### config.mk
export PLATFORM = sky130hd
export DESIGN_NAME = adc_capture_blank
export DESIGN_NICKNAME = d
export VERILOG_FILES = /design/src/rtl/adc_cap_pkg.sv /design/src/rtl/adc_cfg_regs.sv /design/src/rtl/fmt_history.sv /design/src/rtl/blank_timer.sv /design/src/rtl/sample_norm.sv /design/src/rtl/adc_capture_blank.sv
export SDC_FILE = /design/constraint.sdc
export NUM_CORES = 1
export LEC_CHECK = 0
export ABC_AREA = 1
export BUFFER_PORTS_ARGS = -buffer_cell sky130_fd_sc_hd__buf_2
export CAP_MARGIN = 10
export CORE_UTILIZATION = 45
export DETAILED_ROUTE_END_ITERATION = 12
export PLACE_DENSITY = 0.7
export SLEW_MARGIN = 15
export SYNTH_ARGS = -nofsm -noshare
export SYNTH_HDL_FRONTEND = slang
export SYNTH_HIERARCHICAL = 1
export SYNTH_SLANG_ARGS = --single-unit
export TNS_END_PERCENT = 30
### constraint.sdc
create_clock -name clk -period 1.39 [get_ports clk]
set_input_delay 0.139 -clock clk [delete_from_list [all_inputs] [get_ports clk]]
set_output_delay 0.139 -clock clk [all_outputs]
set_load 0.01 [all_outputs]
### src/rtl/adc_cap_pkg.sv
package adc_cap_pkg;

  // Blanking length: the converter's exit-recovery time, or the pipeline
  // fill including the capture register, whichever is longer.
  function automatic int unsigned blank_len(input int unsigned exit_cyc,
                                            input int unsigned lat);
    return (exit_cyc > lat + 1) ? exit_cyc : lat + 1;
  endfunction

  // Width needed to count from 0 to n inclusive.
  function automatic int unsigned cnt_width(input int unsigned n);
    return (n < 2) ? 1 : $clog2(n + 1);
  endfunction

endpackage

### src/rtl/adc_cfg_regs.sv
module adc_cfg_regs (
  input  logic clk,
  input  logic rst_n,
  input  logic cfg_wr,
  input  logic cfg_standby,
  input  logic cfg_twos,
  output logic stby_q,
  output logic twos_q,
  output logic stby_d
);

  // Value the standby line will carry after this edge.
  always_comb stby_d = cfg_wr ? cfg_standby : stby_q;

  always_ff @(posedge clk) begin
    if (!rst_n) begin
      stby_q <= 1'b0;
      twos_q <= 1'b0;
    end else if (cfg_wr) begin
      stby_q <= cfg_standby;
      twos_q <= cfg_twos;
    end
  end

endmodule

### src/rtl/fmt_history.sv
module fmt_history #(
  parameter int DEPTH = 7
) (
  input  logic clk,
  input  logic rst_n,
  input  logic d,
  output logic q
);

  logic [DEPTH-1:0] taps;

  generate
    for (genvar gi = 0; gi < DEPTH; gi++) begin : g_tap
      if (gi == 0) begin : g_head
        always_ff @(posedge clk) begin
          if (!rst_n) taps[gi] <= 1'b0;
          else        taps[gi] <= d;
        end
      end else begin : g_body
        always_ff @(posedge clk) begin
          if (!rst_n) taps[gi] <= 1'b0;
          else        taps[gi] <= taps[gi-1];
        end
      end
    end
  endgenerate

  assign q = taps[DEPTH-1];

endmodule

### src/rtl/blank_timer.sv
module blank_timer #(
  parameter int HOLD = 20
) (
  input  logic clk,
  input  logic rst_n,
  input  logic stby_now,
  input  logic stby_next,
  output logic valid_next,
  output logic recov_done
);

  localparam int CW = adc_cap_pkg::cnt_width(HOLD);
  localparam logic [CW-1:0] HOLD_C = CW'(HOLD);

  logic [CW-1:0] cnt_q;
  logic [CW-1:0] cnt_d;

  // Counts edges with the standby line low; any request clears it.
  always_comb begin
    if (stby_next || stby_now) cnt_d = '0;
    else if (cnt_q == HOLD_C)  cnt_d = cnt_q;
    else                       cnt_d = cnt_q + 1'b1;
  end

  assign recov_done = (cnt_d == HOLD_C);
  assign valid_next = !stby_next && recov_done;

  always_ff @(posedge clk) begin
    if (!rst_n) cnt_q <= '0;
    else        cnt_q <= cnt_d;
  end

endmodule

### src/rtl/sample_norm.sv
module sample_norm #(
  parameter int DW = 10
) (
  input  logic          clk,
  input  logic          rst_n,
  input  logic [DW-1:0] raw,
  input  logic          twos_sel,
  input  logic          take,
  output logic [DW-1:0] out_data,
  output logic          out_valid,
  output logic          out_over,
  output logic          out_under
);

  localparam logic [DW-1:0] MSB_BIT = {1'b1, {(DW-1){1'b0}}};
  localparam logic [DW-1:0] TOP_CODE = '1;

  // Offset-binary equivalent of a converter word.
  function automatic logic [DW-1:0] as_offset(input logic [DW-1:0] w,
                                              input logic t);
    return t ? (w ^ MSB_BIT) : w;
  endfunction

  // Two's complement equivalent of a converter word.
  function automatic logic [DW-1:0] as_signed(input logic [DW-1:0] w,
                                              input logic t);
    return t ? w : (w ^ MSB_BIT);
  endfunction

  logic [DW-1:0] off_code;
  logic          over_hit;
  logic          under_hit;

  always_comb begin
    off_code  = as_offset(raw, twos_sel);
    over_hit  = take && (off_code == TOP_CODE);
    under_hit = take && (off_code == '0);
  end

  always_ff @(posedge clk) begin
    if (!rst_n) begin
      out_data  <= '0;
      out_valid <= 1'b0;
      out_over  <= 1'b0;
      out_under <= 1'b0;
    end else begin
      out_data  <= as_signed(raw, twos_sel);
      out_valid <= take;
      out_over  <= over_hit;
      out_under <= under_hit;
    end
  end

endmodule

### src/rtl/adc_capture_blank.sv
module adc_capture_blank #(
  parameter int DW       = 10,
  parameter int LAT      = 6,
  parameter int EXIT_CYC = 20
) (
  input  logic          clk,
  input  logic          rst_n,
  input  logic          cfg_wr,
  input  logic          cfg_standby,
  input  logic          cfg_twos,
  input  logic [DW-1:0] adc_data,
  output logic          adc_standby,
  output logic          adc_twos,
  output logic [DW-1:0] smp_data,
  output logic          smp_valid,
  output logic          smp_over,
  output logic          smp_under
);

  localparam int HOLD   = adc_cap_pkg::blank_len(EXIT_CYC, LAT);
  localparam int FDEPTH = LAT + 1;

  // Named internal events, observed by the bound checker.
  logic stby_nx;
  logic fmt_sel;
  logic valid_nx;
  logic recov_done;

  adc_cfg_regs u_cfg (
    .clk        (clk),
    .rst_n      (rst_n),
    .cfg_wr     (cfg_wr),
    .cfg_standby(cfg_standby),
    .cfg_twos   (cfg_twos),
    .stby_q     (adc_standby),
    .twos_q     (adc_twos),
    .stby_d     (stby_nx)
  );

  fmt_history #(.DEPTH(FDEPTH)) u_hist (
    .clk  (clk),
    .rst_n(rst_n),
    .d    (adc_twos),
    .q    (fmt_sel)
  );

  blank_timer #(.HOLD(HOLD)) u_timer (
    .clk       (clk),
    .rst_n     (rst_n),
    .stby_now  (adc_standby),
    .stby_next (stby_nx),
    .valid_next(valid_nx),
    .recov_done(recov_done)
  );

  sample_norm #(.DW(DW)) u_norm (
    .clk      (clk),
    .rst_n    (rst_n),
    .raw      (adc_data),
    .twos_sel (fmt_sel),
    .take     (valid_nx && recov_done),
    .out_data (smp_data),
    .out_valid(smp_valid),
    .out_over (smp_over),
    .out_under(smp_under)
  );

endmodule

==> results.sh <==
export IMPL_status="complete, but fails checks"
export IMPL_violations="negative setup slack"
export IMPL_pwr_share_clk=0.243
export IMPL_dr_first_iter_drc_count=23
export IMPL_yosys_top_cells_area="dfxtp_1, nand2_1, inv_1"
export IMPL_worstPathArrival_ps=1860
export IMPL_vias=1015
export IMPL_synth_edf_count=0
export IMPL_skew_ps=3.70
export IMPL_cts_root_buf="clkbuf_4"
export IMPL_p_sw_frac=0.254
export IMPL_worst_pin_slew_ps=260
export IMPL_tritoncts="yes"
export IMPL_synth_common_cells="nand2_1, inv_1, dfxtp_1, nor2_1, nand2_2"
export IMPL_p_leak_uw=0.000873
export IMPL_hold_viol=0
export IMPL_cts_made_buffers=3
export IMPL_syn_num_nets=176
export IMPL_vdd_drop_max_mv=0.716
export IMPL_p_switching_uw=341
export IMPL_clockBufferDepth=2
export IMPL_maxSlewViolCount=0
export IMPL_drt_first_pass_iters=4
export IMPL_row_count=17
export IMPL_yosysWarnings=6
export IMPL_setup_viol=2
export IMPL_rsz0062_at_grt="true"
export IMPL_final_cells=231
export IMPL_p_comb_frac=0.154
export IMPL_syn_area_per_cell_um2=7.15
export IMPL_crit_type="register to register"
export IMPL_viasPerCell=4.39
export IMPL_final_nets=221
export IMPL_fmax_mhz=627
export IMPL_die_area_um2=2730
export IMPL_grt_start_max_net_pins=16
export IMPL_critPathSlowestCell="dfxtp_2"
export IMPL_setup_worst_path_end_class="register"
export IMPL_syn_inst=159
export IMPL_cts_sinks=27
export IMPL_die_x_um=52.3
export IMPL_p_seq_frac=0.603
export IMPL_final_cell_area_um2=1470
export IMPL_final_seq_area_um2=547
export IMPL_fp_dieH_um=52.3
export IMPL_cts_hold_buf=0
export IMPL_path_cells="inv_2 > ha_4 > inv_2 > nor2_4 > nand2_2 > nand2_2 > nand4_4 > nor2_2 > nand2_1 > inv_2 > nand2_1 > nor2_1 > nand2_1 > nor2_1"
export IMPL_antenna_found_initial=0
export IMPL_min_path_cells=3
export IMPL_grt_first_pass_wirelength_mm=3.58
export IMPL_synth_cell_types=19
export IMPL_crit_family="simple AND/OR/NAND/NOR gates"
export IMPL_diodes=0
export IMPL_synth_most_common_cell="nand2_1"
export IMPL_drcViolationCount=0
export IMPL_synth_top_cell_by_area="dfxtp_1"
export IMPL_cap_viol_max_count=0
export IMPL_placement_cell_area_um2=1400
export IMPL_core_area_um2=2300
export IMPL_port_buffers=29
export IMPL_cp_num_buf_inv=3
export IMPL_synth_top_area_share=0.475
export IMPL_post_route_period_util=1.15
export IMPL_required_ps=1660
export IMPL_p_int_uw=1000
export IMPL_hold_class="input pin to register"
export IMPL_nFillCells=219
export IMPL_syn_area_um2=1140
export IMPL_slowest_delay_ps=360
export IMPL_async_flop_share=0
export IMPL_clk_pin_slew_ps=140
export IMPL_worst_slack_ps=-205
export IMPL_grt_pass1_vias=896
export IMPL_postRouteAntennaNets=0
export IMPL_cp_max_fo=3
export IMPL_cp_depth=14
export IMPL_initial_core_util=0.495
export IMPL_grt_overflow_total=0
export IMPL_min_period_ps=1600
export IMPL_dp_cells=225
export IMPL_h_tree_depth=1
export IMPL_dp_hpwl_mm=1.70
export IMPL_place_congestion=0.788
export IMPL_synthToLayoutAreaGrowth_pct=28.8
export IMPL_ys_ff_latch=27
export IMPL_boundaryPins=30
export IMPL_worstSkewPairLatency_ps=320
export IMPL_relSlewSlack=0.827
export IMPL_wl_mm=2.17
export IMPL_multi_input_area_um2=450
export IMPL_post_drt_wl_per_cell_um=9.38
export IMPL_synthFlopType="dfxtp_1"
export IMPL_grt_usage=0.179
export IMPL_reg2reg_depth=14
export IMPL_critPathLaunchType="register"
export IMPL_p_per_area_nw_per_um2=916
export IMPL_yosysSeqAreaShare=0.475
export IMPL_layout_drive_gt1_share=0.379
cells by family after synthesis:
group,Yosys count,share of synthesized area
AO/OA/AOI/OAI,2,0.00879
adder cells (fa/ha/maj),2,0.0220
buffers and inverters,46,0.160
flip-flops,27,0.475
AND/OR/NAND/NOR,82,0.334
registers in the layout (all words and copies together) (netlist names):
| register | flops |
|---|---|
| u_norm/out_under | 1 |
| u_timer/cnt_q | 5 |
| u_hist/q | 1 |
| u_norm/out_data | 10 |
| u_cfg/twos_q | 1 |
| u_norm/out_over | 1 |
| u_hist/taps | 6 |
| u_norm/out_valid | 1 |
| u_cfg/stby_q | 1 |
worst paths after layout:
path              slack [ps]                 end             start
setup / recovery        -210     u_norm/out_over  u_timer/cnt_q[1]
hold / removal            20  u_norm/out_data[4]       adc_data[4]
setup reg to reg        -210     u_norm/out_over  u_timer/cnt_q[1]
hold reg to reg          430      u_hist/taps[1]    u_hist/taps[0]
worst register-to-register path, cell delays in order (launching register included):
cell	delay, ps
dfxtp_2	360
inv_2	60
ha_4	130
inv_2	40
nor2_4	110
nand2_2	90
nand2_2	90
nand4_4	90
nor2_2	120
nand2_1	70
inv_2	70
nand2_1	50
nor2_1	120
nand2_1	70
nor2_1	70
metrics by stage:
stage	hold WS, ps	utilization	total power [µW]	setup TNS, ps	setup WS (ps)
2_1_floorplan	232	-	929	-17.9	-13.7
3_3_place_gp	348	0.611	1010	-123	-79.5
3_5_place_dp	350	0.611	1020	-351	-180
4_1_cts	7.12	0.638	1360	-303	-165
5_1_grt	16.2	0.638	1410	-731	-310
6_report	18.5	0.638	1340	-371	-205
power by group through the flow:
stage / registers [µW] / clock network [µW] / logic [µW]
3_5_place_dp: 827 / 0 / 195
2_1_floorplan: 840 / 0 / 89.5
4_1_cts: 811 / 346 / 207
3_3_place_gp: 826 / 0 / 188
5_1_grt: 814 / 370 / 231
6_report: 810 / 326 / 206
timing repair:
| action | 4_1_cts | 5_1_grt |
|---|---|---|
| endpoints found under the hold margin | 0 | 0 |
| pin swaps | 9 | 0 |
| cloned | 0 | 0 |
| setup buffers | 2 | 0 |
| setup endpoints to repair | 3 | 4 |
| resized for setup | 6 | 0 |
cells in the final DEF, fill, tap and decap left out, types with 2 or more instances in the layout:
master	Yosys	routed
nand2_1	48	46
nand3_1	2	2
nand4_1	2	2
inv_2	1	8
inv_1	43	36
nor2_2	3	4
clkinv_2	1	2
buf_4	0	12
dfxtp_2	0	2
nor2_4	2	2
nand3_2	2	2
clkbuf_4	0	3
buf_2	0	29
dfxtp_1	27	24
nor2_1	15	14
nand2_2	5	7
area by class of cell:
type,count,area share
flip-flops and latches,27,0.373
multi-input cells,86,0.307
repair buffers,41,0.161
inverters,45,0.116
well taps,28,0.0239
clock buffers,3,0.0154
clock inverters,1,0.00342
layer usage:
layer,vias to the layer above,wire length [µm],global-route usage
li1,532,-,-
met1,452,912,0.205
met2,29,1110,0.316
met3,2,130,0.0638
met4,0,13,0.0395
met5,-,0,0
Power figures use the tool's default switching activity.
